**src/rtl/pred_pkg.sv**
```systemverilog
// Package: shared sizes and index type for the predicate transfer block.
// Assumes a power-of-two file of at most 64 entries.
package pred_pkg;
    localparam int PRED_N   = 64;
    localparam int STATIC_N = 16;
    localparam int IDX_W    = $clog2(PRED_N);
    typedef logic [IDX_W-1:0] pidx_t;
endpackage

```
**src/rtl/pred_rot_map.sv**
```systemverilog
// Module: pred_rot_map
// Turns a logical predicate index into a physical entry number.
// Indices below NSTAT pass through unchanged.
// Indices at or above NSTAT are shifted by the rotation base modulo the rotating-region size.
// Assumes base < NPRED - NSTAT.
module pred_rot_map #(
    parameter int NPRED = 64,
    parameter int NSTAT = 16,
    localparam int IW   = $clog2(NPRED)
) (
    input  logic [IW-1:0] idx,
    input  logic [IW-1:0] base,
    output logic [IW-1:0] phys
);
    localparam int NROT = NPRED - NSTAT;

    logic [IW:0] off;

    // Purpose: modular offset inside the rotating region, then re-add the region start.
    always_comb begin
        off = {1'b0, idx} - (IW+1)'(NSTAT) + {1'b0, base};
        if (off >= (IW+1)'(NROT))
            off = off - (IW+1)'(NROT);
        if (idx < IW'(NSTAT))
            phys = idx;
        else
            phys = IW'(off + (IW+1)'(NSTAT));
    end
endmodule

```
**src/rtl/pred_rot_base.sv**
```systemverilog
// Module: pred_rot_base
// Holds the rotation base register.
// A load is accepted only when the offered value lies inside the rotating region.
// Assumes synchronous active-low reset.
module pred_rot_base #(
    parameter int NPRED = 64,
    parameter int NSTAT = 16,
    localparam int IW   = $clog2(NPRED)
) (
    input  logic          clk,
    input  logic          rst_n,
    input  logic          ld,
    input  logic [IW-1:0] ld_val,
    output logic [IW-1:0] q
);
    localparam int NROT = NPRED - NSTAT;

    // Purpose: reset to zero; load only legal base values.
    always_ff @(posedge clk) begin
        if (!rst_n)
            q <= '0;
        else if (ld && (ld_val < IW'(NROT)))
            q <= ld_val;
    end

    assert_base_range_R5: assert property (@(posedge clk) disable iff (!rst_n)
        q < IW'(NROT));
    assert_base_hold_R9: assert property (@(posedge clk) disable iff (!rst_n)
        !ld |=> $stable(q));
endmodule

```
**src/rtl/pred_store.sv**
```systemverilog
// Module: pred_store
// Physical predicate storage.
// Entry 0 is a constant one. Every other entry takes a single write, a whole-file write, or holds.
// The whole-file write wins when both hit the same entry.
// Mask bit NSTAT covers every rotating entry. Mask bit 0 is never consulted.
module pred_store #(
    parameter int NPRED = 64,
    parameter int NSTAT = 16,
    localparam int IW   = $clog2(NPRED)
) (
    input  logic             clk,
    input  logic             rst_n,
    input  logic             s_we,
    input  logic [IW-1:0]    s_phys,
    input  logic             s_bit,
    input  logic             b_we,
    input  logic [NPRED-1:0] b_val,
    input  logic [NSTAT:0]   b_mask,
    output logic [NPRED-1:0] q
);
    assign q[0] = 1'b1;

    for (genvar e = 1; e < NPRED; e++) begin : g_ent
        localparam int MB = (e < NSTAT) ? e : NSTAT;
        logic b_hit;
        logic s_hit;
        assign b_hit = b_we && b_mask[MB];
        assign s_hit = s_we && (s_phys == IW'(e));

        // Purpose: next value of one predicate entry with whole-file priority.
        always_ff @(posedge clk) begin
            if (!rst_n)
                q[e] <= 1'b0;
            else if (b_hit)
                q[e] <= b_val[e];
            else if (s_hit)
                q[e] <= s_bit;
        end

        assert_bulk_lands_R10: assert property (@(posedge clk) disable iff (!rst_n)
            (b_we && b_mask[MB]) |=> q[e] == $past(b_val[e]));
    end

    assert_rot_group_hold_R8: assert property (@(posedge clk) disable iff (!rst_n)
        (b_we && !b_mask[NSTAT] && !s_we) |=> q[NPRED-1:NSTAT] == $past(q[NPRED-1:NSTAT]));
endmodule

```
**src/rtl/pred_xfer_top.sv**
```systemverilog
// Module: pred_xfer_top
// Predicate file with renamed single access and unrenamed whole-file transfer.
// Reads are combinational. Writes and base loads land at the next rising edge.
// Assumes synchronous active-low reset.
module pred_xfer_top #(
    parameter int NPRED = pred_pkg::PRED_N,
    parameter int NSTAT = pred_pkg::STATIC_N,
    localparam int IW   = $clog2(NPRED)
) (
    input  logic             clk,
    input  logic             rst_n,
    input  logic [IW-1:0]    rd_idx,
    output logic             rd_bit,
    input  logic             wr_en,
    input  logic [IW-1:0]    wr_idx,
    input  logic             wr_bit,
    input  logic             bulk_we,
    input  logic [NPRED-1:0] bulk_val,
    input  logic [NSTAT:0]   bulk_mask,
    input  logic             base_we,
    input  logic [IW-1:0]    base_val,
    output logic [IW-1:0]    base_q,
    output logic [NPRED-1:0] bulk_out
);
    logic [IW-1:0]    rd_phys;
    logic [IW-1:0]    wr_phys;
    logic [NPRED-1:0] st_q;

    pred_rot_base #(.NPRED(NPRED), .NSTAT(NSTAT)) u_base (
        .clk(clk), .rst_n(rst_n), .ld(base_we), .ld_val(base_val), .q(base_q));

    pred_rot_map #(.NPRED(NPRED), .NSTAT(NSTAT)) u_rmap (
        .idx(rd_idx), .base(base_q), .phys(rd_phys));

    pred_rot_map #(.NPRED(NPRED), .NSTAT(NSTAT)) u_wmap (
        .idx(wr_idx), .base(base_q), .phys(wr_phys));

    pred_store #(.NPRED(NPRED), .NSTAT(NSTAT)) u_store (
        .clk(clk), .rst_n(rst_n),
        .s_we(wr_en), .s_phys(wr_phys), .s_bit(wr_bit),
        .b_we(bulk_we), .b_val(bulk_val), .b_mask(bulk_mask),
        .q(st_q));

    // Purpose: drive both read views from the physical store.
    always_comb begin
        bulk_out = st_q;
        rd_bit   = st_q[rd_phys];
    end

    assert_rename_region_R4: assert property (@(posedge clk) disable iff (!rst_n)
        (wr_idx >= IW'(NSTAT)) |-> (wr_phys >= IW'(NSTAT)));
    assert_single_lands_R3: assert property (@(posedge clk) disable iff (!rst_n)
        (wr_en && !bulk_we && wr_phys != '0) |=> bulk_out[$past(wr_phys)] == $past(wr_bit));
    assert_p0_fixed_R2: assert property (@(posedge clk) disable iff (!rst_n)
        (wr_en && wr_idx == '0) |=> bulk_out[0]);
endmodule

```
**config.mk**
```make
export PLATFORM = sky130hd
export DESIGN_NAME = pred_xfer_top
export DESIGN_NICKNAME = d
export VERILOG_FILES = /design/src/rtl/pred_pkg.sv /design/src/rtl/pred_rot_map.sv /design/src/rtl/pred_rot_base.sv /design/src/rtl/pred_store.sv /design/src/rtl/pred_xfer_top.sv
export SDC_FILE = /design/constraint.sdc
export NUM_CORES = 1
export LEC_CHECK = 0
export ABC_CLOCK_PERIOD_IN_PS = 4100
export CAP_MARGIN = 30
export CORE_MARGIN = 2
export CORE_UTILIZATION = 65
export CTS_CLUSTER_SIZE = 28
export DETAILED_ROUTE_END_ITERATION = 10
export DONT_BUFFER_PORTS = 1
export GPL_TIMING_DRIVEN = 1
export PLACE_DENSITY = 0.84
export SYNTH_ARGS = -nofsm -noshare
export SYNTH_HDL_FRONTEND = slang
export SYNTH_SLANG_ARGS = --single-unit
```
**constraint.sdc**
```tcl
create_clock -name clk -period 4.1 [get_ports clk]
set_input_delay 0.205 -clock clk [delete_from_list [all_inputs] [get_ports clk]]
set_output_delay 0.205 -clock clk [all_outputs]
set_load 0.02 [all_outputs]
```
After elaboration in Yosys (flattened, before gate mapping)

Index checks and enable logic that the tools add are counted.
Widths: inputs -> output; s select.

Register bits: 69
Input port bits: 105
Output and inout port bits: 71
Word-level logic and storage cells: 416

Add/sub/neg operators: 8
Order comparisons: 6
Eq/ne operators: 63
Multiplexer cells: 132
Reductions and logical operators: 143

Operator list:

| cell                | count |
|---|---|
| $eq 6x6->1 const B  | 32 |
| $mux 1              | 127 |
| $reduce_bool 2->1   | 63 |
| $eq 6x5->1 const B  | 16 |
| $logic_and 1x1->1   | 80 |
| $eq 6x4->1 const B  | 8 |
| $eq 6x3->1 const B  | 4 |
| $mux 6              | 4 |
| $add 7x6->7         | 2 |
| $ge 7x6->1 const B  | 2 |
| $sub 6x5->7 const B | 2 |
| $add 6x5->6 const B | 2 |
| $eq 6x2->1 const B  | 2 |
| $lt 6x5->1 const B  | 2 |
| $sub 6x6->6 const B | 2 |
| $lt 6x7->1 const B  | 1 |
| $bmux 1 s6          | 1 |
| $eq 6x1->1 const B  | 1 |
| $lt 6x6->1 const B  | 1 |

Logic depth before layout (Yosys ltp)

Gate-level depths: netlist of run 1.

Word-level depth: 10
Gate-level depth with buffers: 17
Mapped depth without buffers: 17

Modules after synthesis

Synthesis of run 1 repeated with hierarchy kept, for this count alone.

Cell total of the unflattened synthesis: 664
Area, all modules: 5332.6 um^2

Modules (own cells, without submodules):

| module        | instances | cells each | area each (um^2) | seq. area each (um^2) |
|---|---|---|---|---|
| pred_store    | 1         | 465        | 3643.5           | 1261.2 |
| pred_rot_map  | 2         | 56         | 417.9            | 0.0 |
| pred_xfer_top | 1         | 62         | 600.6            | 0.0 |
| pred_rot_base | 1         | 25         | 252.7            | 120.1 |

Worst setup path after synthesis of run 1

Ideal clock, no wire load.

Kind: flip-flop to output port
From: reg u_base.q[1]
To: out rd_bit
Arrival: 3.561 ns
Data required time: 3.895 ns
Slack: 0.334 ns
Stages on the path, launching flop included: 18
Buffers on the path: 0
Cells stage by stage: dfxtp_1 ha_1 ha_1 inv_1 fa_1 nor2b_1 o21ai_0 nand2b_1 xnor2_1 inv_1 ha_1 and2_1 a31oi_1 mux2_4 mux2_4 a221o_1 mux2i_1 mux2i_1

Longest elaborated chain between the ends: 7

RTL lines:

| what                                             | RTL line                               | source |
|---|---|---|
| start: declaration                               | pred_rot_base.sv:14                    | `output logic [IW-1:0] q` |
| start signal: assignment                         | pred_rot_base.sv:23                    | `q <= ld_val;` |
| $add 7x6->7 *                                    | pred_rot_map.sv:21                     | `off = {1'b0, idx} - (IW+1)'(NSTAT) + {1'b0, base};` |
| $sub 6x6->6 / $ge 7x6->1 (equally long branches) | pred_rot_map.sv:23, pred_rot_map.sv:22 |  |
| $mux 6 *                                         | pred_rot_map.sv:22                     | `if (off >= (IW+1)'(NROT))` |
| $add 6x5->6 *                                    | pred_rot_map.sv:27                     | `phys = IW'(off + (IW+1)'(NSTAT));` |
| $mux 6 *                                         | pred_rot_map.sv:24                     | `if (idx < IW'(NSTAT))` |
| $bmux 1 s6 *                                     | pred_xfer_top.sv:47                    | `rd_bit = st_q[rd_phys];` |
| $mux 1 (implied by the code) *                   | pred_xfer_top.sv:47                    |  |
| end: declaration                                 | pred_xfer_top.sv:13                    | `output logic rd_bit,` |

Every way passes the cells marked *; elsewhere a longest branch is shown, timed or not. The select of a mux whose other input is x is not followed.

Final worst setup path of run 1

Same ends and word-level chain as after synthesis.

==> results of run 1 <==
==> what timing repair did <==
item                       CTS  global route
pin swaps                    4             9
hold endpoints to repair    15             0
setup endpoints to repair    1             1
hold buffers                 5             0
gates resized for setup      4             8
buffers inserted             4             2
==> cells by family (layout without fill, tap and decap cells) <==
group / Yosys count / after routing / share of synthesized area
buffers and inverters: 66 / 66 / 0.05351
adder cells (fa/ha/maj): 26 / 26 / 0.06802
multiplexers: 45 / 45 / 0.1008
AND/OR/NAND/NOR: 220 / 220 / 0.2056
AO/OA/AOI/OAI: 230 / 230 / 0.2783
other: 1 / 1 / 0.0007495
XOR/XNOR: 8 / 8 / 0.01701
flip-flops: 69 / 69 / 0.2761
==> registers in the layout, indices dropped and copies added (netlist names) <==
name	count
u_base.q	6
u_store.q	63
==> path summary, 6_finish.rpt <==
check,endpoint,slack (ps),cells past startpoint
max reg2reg,u_store.q[55],140,15
max,rd_bit,-8,18
min,u_base.q[0],2,2
min reg2reg,u_base.q[2],570,2
==> where the power goes <==
group          total [uW]  internal [uW]  switching, uW  leakage, uW
Combinational         726            275            451      0.00137
Clock                 523            220            303    0.0000816
Sequential            822            719            103     0.000571
Total                2070           1210            858      0.00202
==> synth_stat cells (12+ instances only) <==
master | instances | area [um^2]
o31ai_1 | 14 | 105.1
nand3_1 | 21 | 105.1
o21a_1 | 21 | 157.7
mux2i_1 | 35 | 350.3
nand2b_1 | 21 | 131.4
a21oi_1 | 25 | 125.1
clkbuf_1 | 28 | 105.1
nor2_1 | 52 | 195.2
dfxtp_1 | 69 | 1381
inv_1 | 24 | 90.09
a31oi_1 | 38 | 237.7
nand2_1 | 68 | 255.2
ha_1 | 24 | 300.3
o21ai_1 | 12 | 60.06
nor3_1 | 38 | 190.2
o21ai_0 | 93 | 465.5
==> per-stage QoR <==
step	utilization	worst slack (ps)
CTS	0.7263	4.820
detailed placement	0.6900	217.3
global route	0.7324	-85.16
global placement	0.6852	372.3
floorplan	-	333.7
finish	0.7324	-8.104
==> critical path, stage by stage, from the launching register on <==
cell and delay [ps]:
dfxtp_2 350, ha_4 270, ha_4 130, inv_2 30
fa_2 350, nor2b_1 130, o21ai_1 80, nand2b_1 110
xnor2_2 130, inv_1 70, ha_2 160, and2_4 130
a31oi_1 150, mux2_4 190, mux2_4 300, a221o_1 400
mux2i_1 140, mux2i_1 210, buf_4 180
==> final cells by class <==
type | instances | area (um^2)
clock buffers | 9 | 123.9
clock inverters | 7 | 50.05
fillers | 594 | 1972
inverters | 25 | 93.84
multi-input cells | 530 | 3401
flip-flops and latches | 69 | 1385
well taps | 99 | 123.9
repair buffers | 25 | 220.2
==> metal layers <==
metal	vias to the layer above	track usage	wire, um	share of wire
met5	-	0	0	0
met4	0	0.2027	820	0.048
met3	81	0.1233	2328	0.14
met2	416	0.6366	7836	0.46
met1	2434	0.4673	6115	0.36
li1	2395	-	-	-
==> results.json, run 1 <==
{
  "grt_pass1_wl_mm": 26.09,
  "final_cell_mix": "o21ai_0 (92), nand2_1 (67), dfxtp_1 (66), nor2_1 (52)",
  "max_slew_margin": 0.3497,
  "synth_cell_types": 58,
  "numCtsBuffers": 9,
  "violations": "setup timing",
  "cp-start-kind": "flip-flop",
  "timing.final.hold_violations": 0,
  "post-route-period-util": 1.002,
  "synth_seq_cells": 69,
  "fp.dieH_um": 91.74,
  "fin_crit_ps": 4108,
  "drc_errors": 0,
  "hpwl_mm": 11.92,
  "clkSinkCount": 69,
  "rsz0062_at_grt": "true",
  "row_count": 31,
  "slew_violations": 0,
  "area_delta_synth_final_pct": 7.877,
  "antennaDiodeCount": 0,
  "die_area_mm2": 0.008415,
  "dpl.cell_count": 737,
  "drive_above_1_share": 0.1098,
  "fin_cells": 764,
  "yosysWarnings": 0,
  "max-vdd-ir-drop_uv": 184.0,
  "grt_pass1_vias": 5136,
  "hp-class": "in -> reg",
  "syn_area_per_cell_um2": 7.524,
  "die_w_um": 91.74,
  "first_iter_violations": 673,
  "worstHoldStart": "base_val[0]",
  "htreeDepth": 3,
  "finalClockSkew_ps": 7.569,
  "post_drt_wl_per_cell_um": 22.38,
  "reg2reg_from": "u_base.q[1]",
  "path_clk_slew_ps": 90,
  "root_buffer": "clkbuf_8",
  "p_leak_uw": 0.002022,
  "place_area_mm2": 0.005085,
  "setup_ws_ps": -8.104,
  "nets": 791,
  "antenna_left": 0,
  "p_total_uw": 2072,
  "portBuffers": 0,
  "grt_overflow": 0,
  "tns_ps": -8.104,
  "synth_edf_count": 0,
  "grt.total_usage": 0.3928,
  "drv_cap": 0,
  "async_reset_ff_frac": 0,
  "io_pins": 176,
  "run_status": "complete, but fails checks",
  "synth_area_mm2": 0.005004,
  "grt_max_degree": 64,
  "gp_congestion": 0.9710,
  "cts_tree": "yes",
  "synthCells": 665,
  "worstSetupStartpoint": "u_base.q[1]",
  "whs_ps": 1.849,
  "clockBufferDepth": 2,
  "cp_max_fo": 2,
  "vias": 5326,
  "crit_type": "reg -> out",
  "end_kind": "output port",
  "final_common_cell": "o21ai_0",
  "fmax_mhz": 243.4,
  "final_cell_area_mm2": 0.005398,
  "worst_pin_slew_ps": 948.3,
  "antenna_found_initial": 0,
  "synthFlopType": "dfxtp_1",
  "routed_wl_mm": 17.10,
  "start_util": 0.6789,
  "syn-num-nets": 796,
  "clk-insertion-delay-late_ps": 360,
  "vias_per_cell": 6.971,
  "cp.arrival_ps": 3900,
  "drt_pass1_iterations": 6,
  "finalSetupViolCount": 1,
  "synth-seq-area-share": 0.2761,
  "core_mm2": 0.007370,
  "p_per_area_mw_per_mm2": 383.9,
  "required_ps": 3890
}
Power figures use the tool's default switching activity.
==> run 2, diff against run 1 <==
--- a/config.mk
+++ b/config.mk
@@ -5,15 +5,16 @@
 export SDC_FILE = /design/constraint.sdc
 export NUM_CORES = 1
 export LEC_CHECK = 0
-export ABC_CLOCK_PERIOD_IN_PS = 4100
+export ABC_CLOCK_PERIOD_IN_PS = 3750
 export CAP_MARGIN = 30
 export CORE_MARGIN = 2
-export CORE_UTILIZATION = 65
+export CORE_UTILIZATION = 58
 export CTS_CLUSTER_SIZE = 28
 export DETAILED_ROUTE_END_ITERATION = 10
 export DONT_BUFFER_PORTS = 1
 export GPL_TIMING_DRIVEN = 1
-export PLACE_DENSITY = 0.84
+export PLACE_DENSITY = 0.79
+export RECOVER_POWER = 100
 export SYNTH_ARGS = -nofsm -noshare
 export SYNTH_HDL_FRONTEND = slang
 export SYNTH_SLANG_ARGS = --single-unit
==> constraint.sdc (replaced) <==
create_clock -name clk -period 3.75 [get_ports clk]
set_input_delay 0.1875 -clock clk [delete_from_list [all_inputs] [get_ports clk]]
set_output_delay 0.1875 -clock clk [all_outputs]
set_load 0.02 [all_outputs]
==> run 2 against run 1 <==
Effect of this change:
- the flow finishes with violations (hold timing, setup timing)
- cell count is 3.9% higher
- critical endpoint unchanged
- critical path type unchanged
- die area is 12% higher
- largest power group unchanged
- first-iteration DRC count fell by 27%
- count of clock-buffer cells in the layout stayed put
- via count up 2.4%
==> results.json, run 2 (synthesis results as in run 1) <==
{
  "run_status": "complete, but fails checks",
  "violations": "hold timing, setup timing",
  "drive_above_1_share": 0.1206,
  "die_area_mm2": 0.009386,
  "grt_max_degree": 47,
  "post_drt_wl_per_cell_um": 22.86,
  "whs_ps": -7.030,
  "largest_register_ff_count": 63,
  "slew_violations": 0,
  "dpl.cell_count": 750,
  "grt_pass1_vias": 5327,
  "place_area_mm2": 0.005137,
  "cp_max_fo": 2,
  "gp_congestion": 0.9252,
  "cp-start-kind": "flip-flop",
  "setup_ws_ps": -167.0,
  "max-vdd-ir-drop_uv": 238.4,
  "fmax_mhz": 255.3,
  "row_count": 33,
  "vias": 5456,
  "p_total_uw": 2412,
  "numCtsBuffers": 9,
  "p_leak_uw": 0.002128,
  "grt_overflow": 0,
  "hp-class": "in -> reg",
  "area_delta_synth_final_pct": 13.33,
  "crit_type": "reg -> out",
  "clk-insertion-delay-late_ps": 360,
  "fin_cells": 794,
  "crit_top_cell": "ha_4",
  "timing.final.hold_violations": 1,
  "io_pins": 176,
  "clockBufferDepth": 2,
  "nets": 814,
  "fillers": 679,
  "critical_path.cell_chain": "ha_4 -> ha_4 -> inv_2 -> fa_2 -> nor2b_1 -> o21ai_1 -> nand2b_1 -> xnor2_2 -> inv_2 -> ha_4 -> and2_4 -> a31oi_1 -> mux2_4 -> mux2_4 -> a221o_1 -> mux2i_1 -> mux2i_1 -> buf_4",
  "drt_pass1_iterations": 7,
  "htreeDepth": 3,
  "clkSinkCount": 69,
  "post-route-period-util": 1.045,
  "routed_wl_mm": 18.15,
  "grt.total_usage": 0.3660,
  "cts_tree": "yes",
  "seq_area_mm2": 0.001383,
  "critPathTopFamily": "adder cells",
  "fin_crit_ps": 3917,
  "grt_pass1_wl_mm": 27.64,
  "top_regs": "u_store.q (63), u_base.q (6)",
  "fp.dieH_um": 96.88,
  "antenna_found_initial": 1,
  "drc_errors": 0,
  "max_slew_margin": 0.3622,
  "portBuffers": 0,
  "core_mm2": 0.008299,
  "critPathBufInv": 3,
  "tns_ps": -431.5,
  "antenna_left": 0,
  "hpwl_mm": 12.55,
  "multi_input_area_mm2": 0.003483,
  "final_util": 0.6833,
  "first_iter_violations": 492,
  "rsz0062_at_grt": "true",
  "p_per_area_mw_per_mm2": 425.4,
  "die_w_um": 96.88,
  "worst_pin_slew_ps": 956.6,
  "critPathMaxStageDelay_ps": 360,
  "cp.arrival_ps": 3730,
  "end_kind": "output port",
  "required_ps": 3560,
  "largest_register": "u_store.q",
  "finalClockSkew_ps": 14.55,
  "final_cell_area_mm2": 0.005670,
  "vias_per_cell": 6.872,
  "path_clk_slew_ps": 90,
  "finalSetupViolCount": 21,
  "final_common_cell": "o21ai_0",
  "drv_cap": 0,
  "root_buffer": "clkbuf_8",
  "critPathSlowestCell": "fa_2",
  "final_cell_mix": "o21ai_0 (90), dfxtp_1 (68), nand2_1 (67), nor2_1 (51)",
  "start_util": 0.6029
}
## run 2: layout make-up
class / instances / area share
Antenna cell: 1 / 0.0004413
Clock buffer: 9 / 0.02184
Clock inverter: 7 / 0.01280
Inverter: 25 / 0.01655
Multi-Input combinational cell: 533 / 0.6143
Sequential cell: 69 / 0.2438
Tap cell: 105 / 0.02317
Timing Repair Buffer: 45 / 0.06708
## run 2: what timing repair did
action                                  CTS  global route
hold endpoints to repair                 43             0
resized for setup                        14            13
endpoints found under the setup margin    1            51
hold buffers                             18             0
pin swaps                                11             4
buffers inserted                          6             0
gates cloned                              0             3
## run 2: worst paths after layout
path                                       to  depth (start not counted)         from  slack, ps
worst min-delay path            u_store.q[56]                          2        rst_n         -7
worst max register to register  u_store.q[58]                         14  u_base.q[3]        -60
worst min register to register    u_base.q[5]                          2  u_base.q[5]        570
worst max-delay path                   rd_bit                         18  u_base.q[1]       -170
## run 2: metal layers
metal | up-vias | wire (um) | track usage
met5 | - | 0 | 0
met4 | 0 | 971 | 0.1918
met3 | 86 | 2152 | 0.1055
met2 | 388 | 8333 | 0.6004
met1 | 2532 | 6692 | 0.4331
li1 | 2450 | - | -
## run 2: power breakdown
part | total, uW | switching [uW] | leakage, uW | internal (uW)
clock network | 640 | 331 | 0.0000960 | 310
logic | 873 | 531 | 0.00146 | 342
registers | 899 | 113 | 0.000570 | 785
## run 2: worst reg2reg max path, cell delays in order (launching register included)
cell and delay (ps):
dfxtp_1 340, clkbuf_1 340, ha_1 320, ha_1 380, a21oi_2 170, xor2_1 310, inv_2 150, ha_1 220
nor4b_4 130, nand2_1 160, inv_1 90, o31a_1 400, or2_2 430, o21ai_1 180, a21oi_1 90
## run 2: stage by stage
step	worst slack, ps	hold WS (ps)
2_1_floorplan	1.170	334.7
3_3_place_gp	92.60	330.1
3_5_place_dp	-61.20	329.4
4_1_cts	-122.0	0.2645
5_1_grt	-295.2	2.384
6_report	-167.0	-7.030
==> run 3, diff against run 2 <==
--- a/config.mk
+++ b/config.mk
@@ -8,12 +8,12 @@
 export ABC_CLOCK_PERIOD_IN_PS = 3750
 export CAP_MARGIN = 30
 export CORE_MARGIN = 2
-export CORE_UTILIZATION = 58
+export CORE_UTILIZATION = 52
 export CTS_CLUSTER_SIZE = 28
 export DETAILED_ROUTE_END_ITERATION = 10
 export DONT_BUFFER_PORTS = 1
 export GPL_TIMING_DRIVEN = 1
-export PLACE_DENSITY = 0.79
+export PLACE_DENSITY = 0.73
 export RECOVER_POWER = 100
 export SYNTH_ARGS = -nofsm -noshare
 export SYNTH_HDL_FRONTEND = slang
==> run 3 against run 2 <==
Effect of this change:
- global-route usage fell by 3.3 points
- cell count rose by 3.0%
- sequential cell count did not move
- critical path depth did not move
- the flow still finishes with violations (hold timing, setup timing)
- maximum frequency fell by 2.3%
- non-clock buffer count rose by 1
- setup slack got worse by 93 ps
- largest cell class unchanged
- highest routed layer unchanged
- routed wire length fell by 1.5%
==> results.json, run 3 (synthesis results as in run 1) <==
{
  "run_status": "complete, but fails checks",
  "violations": "hold timing, setup timing",
  "fillers": 874,
  "required_ps": 3560,
  "worst-r2r-cell-count": 15,
  "worstHoldStart": "bulk_mask[15]",
  "cp_max_fo": 2,
  "min_delay_worst_endpoint": "u_store.q[15]",
  "grt.total_usage": 0.3330,
  "crit_type": "reg -> out",
  "routed_wl_mm": 17.88,
  "path_clk_slew_ps": 80,
  "end_kind": "output port",
  "numCtsBuffers": 9,
  "finalSetupViolCount": 3,
  "reg2reg_from": "u_base.q[2]",
  "critPathMaxStageDelay_ps": 360,
  "place_area_mm2": 0.005195,
  "max_slew_margin": 0.3255,
  "whs_ps": -2.759,
  "drive_above_1_share": 0.1148,
  "grt_pass1_vias": 5114,
  "timing.final.hold_violations": 2,
  "r2r-end": "u_store.q[30]",
  "worst_pin_slew_ps": 1012,
  "grt_max_degree": 65,
  "die_w_um": 102.1,
  "root_buffer": "clkbuf_8",
  "nets": 814,
  "drv_cap": 0,
  "antenna_found_initial": 1,
  "fmax_mhz": 249.4,
  "row_count": 35,
  "cp.arrival_ps": 3820,
  "drc_errors": 0,
  "critPathSlowestCell": "fa_2",
  "antenna_left": 0,
  "post_drt_wl_per_cell_um": 21.86,
  "first_iter_violations": 450,
  "portBuffers": 0,
  "htreeDepth": 3,
  "rsz0062_at_grt": "true",
  "vias": 5305,
  "post-route-period-util": 1.069,
  "min_path_cells": 2,
  "p_total_uw": 2317,
  "largest_register_ff_count": 63,
  "hp-class": "in -> reg",
  "vias_per_cell": 6.485,
  "io_pins": 176,
  "finalClockSkew_ps": 14.52,
  "largest_register": "u_store.q",
  "p_leak_uw": 0.002126,
  "cp-start-kind": "flip-flop",
  "grt_pass1_wl_mm": 26.51,
  "max-vdd-ir-drop_uv": 192.1,
  "die_area_mm2": 0.01042,
  "gp_congestion": 0.9461,
  "critPathBufInv": 3,
  "r2r_slack_ps": -40,
  "top_regs": "u_store.q (63), u_base.q (6)",
  "fin_crit_ps": 4010,
  "core_mm2": 0.009284,
  "slew_violations": 0,
  "fp.dieH_um": 102.1,
  "critPathTopFamily": "adder cells",
  "critical_path.cell_chain": "ha_4 -> ha_4 -> inv_2 -> fa_2 -> nor2b_1 -> o21ai_1 -> nand2b_1 -> xnor2_2 -> inv_1 -> ha_2 -> and2_4 -> a31oi_1 -> mux2_4 -> mux2_4 -> a221o_1 -> mux2i_1 -> mux2i_1 -> buf_4",
  "drt_pass1_iterations": 5,
  "area_delta_synth_final_pct": 13.18,
  "final_cell_area_mm2": 0.005663,
  "clkSinkCount": 69,
  "final_cell_mix": "o21ai_0 (92), dfxtp_1 (68), nand2_1 (67), nor2_1 (52)",
  "start_util": 0.5389,
  "setup_ws_ps": -259.7,
  "clk-insertion-delay-late_ps": 360,
  "hpwl_mm": 12.72,
  "grt_overflow": 0,
  "final_common_cell": "o21ai_0",
  "cts_tree": "yes",
  "p_per_area_mw_per_mm2": 409.1,
  "clockBufferDepth": 2,
  "dp_slack_ps": -136.8
}
run 3: per-stage QoR:
step / util / cells / hold WS (ps) / setup TNS, ps
finish: 0.6100 / 818 / -2.759 / -329.8
global route: 0.6100 / 818 / 0.1522 / -8831
floorplan: - / 665 / 334.7 / 0
CTS: 0.6046 / 812 / 0.06678 / -226.4
global placement: 0.5574 / 775 / 331.7 / -30.19
detailed placement: 0.5596 / 776 / 331.2 / -136.8
run 3: timing repair:
action / 4_1_cts / 5_1_grt
hold buffers: 15 / 3
cloned: 0 / 2
setup endpoints to repair: 1 / 34
buffers inserted: 5 / 0
endpoints found under the hold margin: 42 / 3
gates resized for setup: 12 / 4
pin swaps: 9 / 0
run 3: worst max-delay path by stage:
stage                           start  endpoint  slack [ps]  cells past startpoint
after floorplan           u_base.q[1]    rd_bit           1                     17
after global placement    u_base.q[1]    rd_bit         -30                     18
after detailed placement  u_base.q[1]    rd_bit        -140                     18
after CTS                 u_base.q[1]    rd_bit        -230                     18
after global routing      u_base.q[1]    rd_bit        -410                     18
final                     u_base.q[1]    rd_bit        -260                     18
run 3: final cells by class:
cell class / instances / area, um^2 / share of cell area
clock inverters: 7 / 48.80 / 0.008617
repair buffers: 46 / 402.9 / 0.07114
multi-input cells: 532 / 3447 / 0.6087
clock buffers: 9 / 123.9 / 0.02187
well taps: 129 / 161.4 / 0.02850
diodes: 1 / 2.502 / 0.0004419
flip-flops and latches: 69 / 1383 / 0.2441
inverters: 25 / 93.84 / 0.01657
run 3: where the power goes:
group | internal (uW) | total [uW] | switching, uW
combinational | 334 | 845 | 510
clock | 242 | 575 | 332
sequential | 785 | 897 | 112
run 3: layer usage:
metal / share of wire / GRT usage / vias up / wire length, um
li1: - / - / 2450 / -
met4: 0.048 / 0.1569 / 0 / 856
met3: 0.10 / 0.1067 / 63 / 1860
met1: 0.39 / 0.3950 / 2479 / 6944
met5: 0 / 0 / - / 0
met2: 0.46 / 0.5481 / 313 / 8219
